===== src/rtl/nst_pkg.sv =====
package nst_pkg;
  localparam int NFLD = 8;
  localparam logic [2:0] K_CMD   = 3'd0;
  localparam logic [2:0] K_ADDR  = 3'd1;
  localparam logic [2:0] K_WDATA = 3'd2;
  localparam logic [2:0] K_RDATA = 3'd3;
  localparam logic [2:0] K_WAIT  = 3'd4;

  // field slots inside the main timing word
  localparam int F_RLOW  = 0;
  localparam int F_BWAIT = 1;
  localparam int F_W2R   = 2;
  localparam int F_SETUP = 3;
  localparam int F_WHIGH = 4;
  localparam int F_WLOW  = 5;
  localparam int F_RHIGH = 6;
  localparam int F_RSET  = 7;

  typedef enum logic [2:0] {
    ST_IDLE, ST_SETUP, ST_LOW, ST_HIGH, ST_BWAIT, ST_POLL
  } state_e;
endpackage


===== src/rtl/nst_phase_calc.sv =====
module nst_phase_calc
  import nst_pkg::*;
#(
  parameter int FW = 4,
  parameter int CW = FW + 2
) (
  input  logic [NFLD*FW-1:0] tim_a,
  input  logic [FW-1:0]      tim_b,
  input  logic [2:0]         kind,
  input  logic               prev_addr,
  input  logic               prev_write,
  output logic [CW-1:0]      setup_len,
  output logic [CW-1:0]      low_len,
  output logic [CW-1:0]      high_len
);
  logic [CW-1:0] fld [NFLD];
  logic [CW-1:0] adl;
  logic          is_wr;

  for (genvar i = 0; i < NFLD; i++) begin : g_fld
    assign fld[i] = CW'(tim_a[i*FW +: FW]);
  end
  assign adl   = CW'(tim_b);
  assign is_wr = (kind == K_CMD) || (kind == K_ADDR) || (kind == K_WDATA);

  function automatic logic [CW-1:0] floor1(input logic [CW-1:0] x);
    return (x == '0) ? CW'(1) : x;
  endfunction

  function automatic logic [CW-1:0] max2(input logic [CW-1:0] a, input logic [CW-1:0] b);
    return (a > b) ? a : b;
  endfunction

  always_comb begin
    low_len  = is_wr ? floor1(fld[F_WLOW])  : floor1(fld[F_RLOW]);
    high_len = is_wr ? floor1(fld[F_WHIGH]) : floor1(fld[F_RHIGH]);
    case (kind)
      K_RDATA: setup_len = prev_write ? max2(fld[F_RSET] + CW'(2), floor1(fld[F_W2R]))
                                      : fld[F_RSET] + CW'(2);
      K_WAIT:  setup_len = floor1(fld[F_BWAIT]);
      K_WDATA: setup_len = prev_addr ? max2(fld[F_SETUP] + CW'(1), adl + CW'(2))
                                     : fld[F_SETUP] + CW'(1);
      default: setup_len = fld[F_SETUP] + CW'(1);
    endcase
  end
endmodule


===== src/rtl/nst_down_counter.sv =====
module nst_down_counter #(
  parameter int CW = 6
) (
  input  logic          clk,
  input  logic          rst_n,
  input  logic          load,
  input  logic [CW-1:0] load_val,
  output logic          last
);
  logic [CW-1:0] cnt_q, cnt_d;

  always_comb begin
    if (load)              cnt_d = load_val;
    else if (cnt_q != '0)  cnt_d = cnt_q - CW'(1);
    else                   cnt_d = cnt_q;
  end

  always_ff @(posedge clk or negedge rst_n) begin
    if (!rst_n) cnt_q <= '0;
    else        cnt_q <= cnt_d;
  end

  assign last = (cnt_q == '0);
endmodule


===== src/rtl/nand_strobe_timer.sv =====
module nand_strobe_timer
  import nst_pkg::*;
#(
  parameter int FW = 4,
  parameter int DW = 8
) (
  input  logic               clk,
  input  logic               rst_n,
  input  logic [NFLD*FW-1:0] tim_a,
  input  logic [FW-1:0]      tim_b,
  input  logic               req_valid,
  input  logic [2:0]         req_kind,
  input  logic [DW-1:0]      req_byte,
  output logic               req_ready,
  output logic               done,
  output logic [DW-1:0]      rd_byte,
  output logic               we_n,
  output logic               re_n,
  output logic               cle,
  output logic               ale,
  output logic [DW-1:0]      dq_out,
  output logic               dq_oe,
  input  logic [DW-1:0]      dq_in,
  input  logic               rb_n
);
  localparam int CW = FW + 2;
  localparam int TW = NFLD * FW;

  state_e        state_q, state_d;
  logic [TW-1:0] tima_q;
  logic [FW-1:0] timb_q;
  logic [2:0]    kind_q;
  logic [DW-1:0] byte_q, rd_q;
  logic          prev_addr_q, prev_write_q, done_q, done_d;
  logic          accept, kind_ok, idle, cnt_load, cnt_last, capture, is_wr_q, active;
  logic [CW-1:0] cnt_val, setup_len, low_len, high_len;
  logic [TW-1:0] calc_tima;
  logic [FW-1:0] calc_timb;
  logic [2:0]    calc_kind;

  assign idle    = (state_q == ST_IDLE);
  assign kind_ok = (req_kind <= K_WAIT);
  assign accept  = idle && req_valid && kind_ok;

  // live timing words while idle, sampled copy once a cycle runs
  assign calc_tima = idle ? tim_a    : tima_q;
  assign calc_timb = idle ? tim_b    : timb_q;
  assign calc_kind = idle ? req_kind : kind_q;

  nst_phase_calc #(.FW(FW), .CW(CW)) u_calc (
    .tim_a      (calc_tima),
    .tim_b      (calc_timb),
    .kind       (calc_kind),
    .prev_addr  (prev_addr_q),
    .prev_write (prev_write_q),
    .setup_len  (setup_len),
    .low_len    (low_len),
    .high_len   (high_len)
  );

  nst_down_counter #(.CW(CW)) u_cnt (
    .clk      (clk),
    .rst_n    (rst_n),
    .load     (cnt_load),
    .load_val (cnt_val),
    .last     (cnt_last)
  );

  always_comb begin
    state_d  = state_q;
    cnt_load = 1'b0;
    cnt_val  = '0;
    done_d   = 1'b0;
    capture  = 1'b0;
    case (state_q)
      ST_IDLE: if (accept) begin
        cnt_load = 1'b1;
        cnt_val  = setup_len - CW'(1);
        state_d  = (req_kind == K_WAIT) ? ST_BWAIT : ST_SETUP;
      end
      ST_SETUP: if (cnt_last) begin
        state_d  = ST_LOW;
        cnt_load = 1'b1;
        cnt_val  = low_len - CW'(1);
      end
      ST_LOW: if (cnt_last) begin
        state_d  = ST_HIGH;
        cnt_load = 1'b1;
        cnt_val  = high_len - CW'(1);
        capture  = (kind_q == K_RDATA);
      end
      ST_HIGH: if (cnt_last) begin
        state_d = ST_IDLE;
        done_d  = 1'b1;
      end
      ST_BWAIT: if (cnt_last) state_d = ST_POLL;
      ST_POLL: if (rb_n) begin
        state_d = ST_IDLE;
        done_d  = 1'b1;
      end
      default: state_d = ST_IDLE;
    endcase
  end

  always_ff @(posedge clk or negedge rst_n) begin
    if (!rst_n) begin
      state_q <= ST_IDLE;
      done_q  <= 1'b0;
    end else begin
      state_q <= state_d;
      done_q  <= done_d;
    end
  end

  always_ff @(posedge clk or negedge rst_n) begin
    if (!rst_n) begin
      tima_q       <= '0;
      timb_q       <= '0;
      kind_q       <= K_CMD;
      byte_q       <= '0;
      prev_addr_q  <= 1'b0;
      prev_write_q <= 1'b0;
    end else if (accept) begin
      tima_q       <= tim_a;
      timb_q       <= tim_b;
      kind_q       <= req_kind;
      byte_q       <= req_byte;
      prev_addr_q  <= (req_kind == K_ADDR);
      prev_write_q <= (req_kind == K_CMD) || (req_kind == K_ADDR) || (req_kind == K_WDATA);
    end
  end

  always_ff @(posedge clk or negedge rst_n) begin
    if (!rst_n)       rd_q <= '0;
    else if (capture) rd_q <= dq_in;
  end

  assign is_wr_q   = (kind_q == K_CMD) || (kind_q == K_ADDR) || (kind_q == K_WDATA);
  assign active    = (state_q == ST_SETUP) || (state_q == ST_LOW) || (state_q == ST_HIGH);
  assign we_n      = !((state_q == ST_LOW) && is_wr_q);
  assign re_n      = !((state_q == ST_LOW) && (kind_q == K_RDATA));
  assign cle       = active && (kind_q == K_CMD);
  assign ale       = active && (kind_q == K_ADDR);
  assign dq_oe     = active && is_wr_q;
  assign dq_out    = byte_q;
  assign req_ready = idle;
  assign done      = done_q;
  assign rd_byte   = rd_q;
endmodule


===== config.mk =====
export PLATFORM = sky130hd
export DESIGN_NAME = nand_strobe_timer
export DESIGN_NICKNAME = d
export VERILOG_FILES = /design/src/rtl/nst_pkg.sv /design/src/rtl/nst_phase_calc.sv /design/src/rtl/nst_down_counter.sv /design/src/rtl/nand_strobe_timer.sv
export SDC_FILE = /design/constraint.sdc
export NUM_CORES = 1
export LEC_CHECK = 0
export ABC_AREA = 1
export BUFFER_PORTS_ARGS = -buffer_cell sky130_fd_sc_hd__buf_4
export CORE_ASPECT_RATIO = 1.4
export CORE_MARGIN = 5
export CORE_UTILIZATION = 49
export CTS_BUF_LIST = sky130_fd_sc_hd__clkbuf_4
export CTS_CLUSTER_DIAMETER = 40
export DETAILED_ROUTE_END_ITERATION = 10
export PLACE_DENSITY = 0.72
export REMOVE_ABC_BUFFERS = 1
export SYNTH_ARGS = -nofsm -noshare
export SYNTH_HDL_FRONTEND = slang
export SYNTH_SLANG_ARGS = --single-unit

===== constraint.sdc =====
create_clock -name clk -period 4.02 [get_ports clk]
set_input_delay 0.201 -clock clk [delete_from_list [all_inputs] [get_ports clk]]
set_output_delay 0.201 -clock clk [all_outputs]
set_load 0.01 [all_outputs]

==> reports/metrics.csv <==
stage,metric,value,unit
synth,netlist_instances,624,
flow_run,cap_violations,0,
synth,synth_mux_area_share,2.31,%
worst_hold_path,min_path_cells,3,
worst_setup_path,cpMostUsedCell,nand2_1,
clock_network,cts_inserted_buffers,9,
timing,holdWs,0.0303,ns
final_layout,final_nets,829,
worst_setup_path,cp-end-kind,flip-flop,
routing,ant_nets,0,
synth,synthFlopType,dfrtp_1,
power,power.density,808,nW/µm²
global_routing,grt.overflow.total,0,
floorplanning,coreArea,8870,µm²
worst_setup_path,critPathRequiredTime,4.35,ns
power,pwr-share-seq,23.6,%
routing,wl_per_cell,13.5,µm
floorplanning,dieArea,11000,µm²
final_layout,layout-drive-gt1-share,17.6,%
synth,post_synth_and_or_nand_nor_area_fraction,30.5,%
global_routing,grt_max_degree,87,
power,combPwrFrac,66.2,%
routing,vias,4409,
timing,relSlewSlack,40.6,%
final_layout,area.growth.synth_to_final,31.4,%
worst_setup_path,crit_type,reg -> reg,
synth,synth_fa_ha_area_share,4.27,%
power,power.switching,2370,µW
synth,synth_edf_count,0,
routing,drt_wl_total,11700,µm
place,dp_hpwl,8350,µm
place,place_congestion,0.952,
worst_setup_path,ff2ff_path_depth,23,
timing,slew_violations,0,
final_layout,fillCellCount,813,
timing,tns,0,ns
floorplanning,start_util,49.5,%
timing,hold_viol_final,0,
timing,final-setup-viol-count,0,
power,p_sw_share,50.8,%
global_routing,grt_first_pass_wirelength,19600,µm
synth,synthArstFlopShare,100,%
power,ir_drop,446,µV
floorplanning,ios,82,
synth,yosys_warnings,0,
clock_network,htreeDepth,3,
clock_network,cts_tree,done,
place,port_buffers,81,
clock_network,post_cts.repair.setup_buffers,0,
timing,worst_pin_slew,0.891,ns
timing,finClkSkew,0.0135,ns
timing,fmax,0.269,GHz
global_routing,grt_pass1_vias,4381,
synth,synthXorXnorAreaFrac,1.79,%
clock_network,root_buffer,clkbuf_4,
global_routing,antenna_found_initial,0,
power,power.internal,2300,µW
synth,synth_area,4390,µm²
synth,ys_seq_elements,67,
final_layout,antenna_cells,0,
timing,finalCritPeriodShare,92.5,%
routing,drt-initial-drc-count,223,
power,p_leak,0.00291,µW
routing,route.detailed.drc,0,
routing,vias_per_cell,5.09,
synth,seq_area_frac_synth,38.2,%
floorplanning,die_x,90.0,µm
worst_hold_path,hold_class,in -> reg,
status,status,completed,
global_routing,grt_usage,21.8,%
worst_setup_path,worstPathCellList,inv_6 -> nand2_4 -> buf_8 -> nand2_1 -> nand2_1 -> ha_1 -> or2_1 -> nand2_1 -> inv_1 -> ha_1 -> nand3_1 -> nor2_1 -> nand2_1 -> nand2_1 -> nand2_2 -> nand2_1 -> nand3_1 -> nand3_1 -> nand2_2 -> ha_1 -> nor2_1 -> nor4_2 -> o21ai_0,
floorplanning,die_h,122,µm
clock_network,clockBufferDepth,2,
worst_setup_path,critPathMaxStageDelay,0.47,ns
synth,synth_top_family_by_area,simple AND/OR/NAND/NOR gates,
clock_network,clk_latency,0.45,ns
worst_setup_path,critPathLaunchType,flip-flop,
synth,synth_area_per_cell,7.04,µm²
power,clkPwrFrac,10.2,%
worst_setup_path,arrival,4.05,ns
place,place_area,5070,µm²
final_layout,finalInstanceArea,5770,µm²
synth,synth_cell_type_count,39,
floorplanning,num_rows,41,
clock_network,clock_sinks,67,
worst_setup_path,cp_max_fo,39,
final_layout,final_core_util,65.1,%
clock_network,clk_pin_slew,0.12,ns
synth,synth_compound_area_share,13.7,%
timing,period_needed,3.72,ns
worst_setup_path,slowest_stage,dfrtp_2,
routing,drtPass1Iterations,5,
## final cells by class
cell class	count	area [µm²]	share of cell area (%)
Timing Repair Buffer	140	1190	20.7
Clock inverter	7	75.1	1.30
Sequential cell	67	1680	29.1
Multi-Input combinational cell	458	2320	40.2
Clock buffer	9	67.6	1.17
Tap cell	107	134	2.32
Inverter	79	303	5.24
## flip-flops by register name, summed over array words and instances (netlist names)
signal and count:
timb_q 4, tima_q 32, rd_byte 8, prev_addr_q 1, prev_write_q 1, kind_q 3, u_cnt.cnt_q 6, state_q 3
dq_out 8, done 1
## cell usage after synthesis (4+ instances only)
cell type  instances  area (µm²)
o21ai_1           15        75.1
nor3_1             9        45.0
buf_2              5        25.0
nand3b_1           6        45.0
nand3_1           48         240
inv_2              4        15.0
dfrtp_1           67        1680
ha_1              15         188
xnor2_1            4        35.0
nand4_1            6        37.5
mux2_2             9         101
nor2_1            31         116
nand2_2            4        25.0
a21oi_1           16        80.1
nor2_2             4        25.0
xor2_1             5        43.8
clkbuf_1          10        37.5
inv_1             74         278
o21ai_0           65         325
nand2_1          201         754
## path summary, 6_finish.rpt
kind	start	endpoint	slack, ns
max	state_q[2]	u_cnt.cnt_q[1]	0.30
min	tim_a[3]	tima_q[3]	0.03
max reg2reg	state_q[2]	u_cnt.cnt_q[1]	0.30
min reg2reg	dq_out[2]	dq_out[2]	0.48
max in group asynchronous	rst_n	state_q[1]	2.98
min in group asynchronous	rst_n	timb_q[3]	0.36
## logic make-up (layout without fill, tap and decap cells)
group	Yosys count	in the layout
AND/OR/NAND/NOR	315	315
AO/OA/AOI/OAI	110	110
buffers and inverters	99	235
flip-flops	67	67
adder cells (fa/ha/maj)	15	15
XOR/XNOR	9	9
multiplexers	9	9
## power groups by stage
stage	logic, µW	clock network [µW]	registers, µW
finish	3090	474	1100
floorplan	2240	0	1100
global route	3550	515	1130
CTS	3080	485	1100
global placement	2950	0	1100
detailed placement	3010	0	1110
## worst max-delay path, delay by kind of cell, from the launching register on
family / cells / cell delay (ns)
compound gates: 1 / 0.12
fa+ha+maj: 3 / 0.80
buf+inv: 3 / 0.39
flops: 1 / 0.47
simple gates: 16 / 1.85
## repair_timing
action,4_1_cts,5_1_grt
resized for setup,0,9
endpoints found under the setup margin,0,3
hold endpoints to repair,120,0
hold buffers,54,0
## through the flow
| step | worst slack, ns | cells | power (µW) |
|---|---|---|---|
| 6_report | 0.302 | 867 | 4660 |
| 5_1_grt | -0.00451 | 867 | 5200 |
| 4_1_cts | 0.122 | 867 | 4670 |
| 3_5_place_dp | 0.155 | 797 | 4130 |
| 3_3_place_gp | 0.312 | 797 | 4050 |
| 2_1_floorplan | -1.07 | 604 | 3340 |
## cell usage in the layout, fill, tap and decap left out, types with 2 or more instances in the layout
| master | synthesis | routed |
|---|---|---|
| nand3b_1 | 6 | 6 |
| nand4_1 | 6 | 6 |
| nand3_1 | 48 | 48 |
| nor2_4 | 1 | 2 |
| nand2_2 | 4 | 4 |
| mux2_2 | 9 | 9 |
| ha_1 | 15 | 15 |
| a21oi_1 | 16 | 16 |
| nand2_1 | 201 | 201 |
| nor2_2 | 4 | 4 |
| nor3_1 | 9 | 9 |
| o21ai_1 | 15 | 16 |
| inv_1 | 74 | 74 |
| dlygate4sd3_1 | 0 | 54 |
| clkbuf_4 | 0 | 9 |
| dfrtp_1 | 67 | 65 |
| o21a_1 | 3 | 3 |
| inv_6 | 0 | 3 |
| o21ai_0 | 65 | 64 |
| xnor2_1 | 4 | 4 |
| clkinvlp_4 | 0 | 3 |
| o21ai_2 | 2 | 2 |
| dfrtp_2 | 0 | 2 |
| inv_2 | 4 | 2 |
| nor2_1 | 31 | 30 |
| xor2_1 | 5 | 5 |
| buf_4 | 2 | 85 |
| clkinv_2 | 0 | 2 |
## routing by layer
layer,track usage (%),vias to the layer above,share of wire [%]
met5,0,-,0
met4,6.52,0,1.6
met3,5.25,16,5.0
met2,40.7,95,52
met1,24.4,2022,42
li1,-,2276,-
No activity file was read; power rests on OpenSTA's default activity.
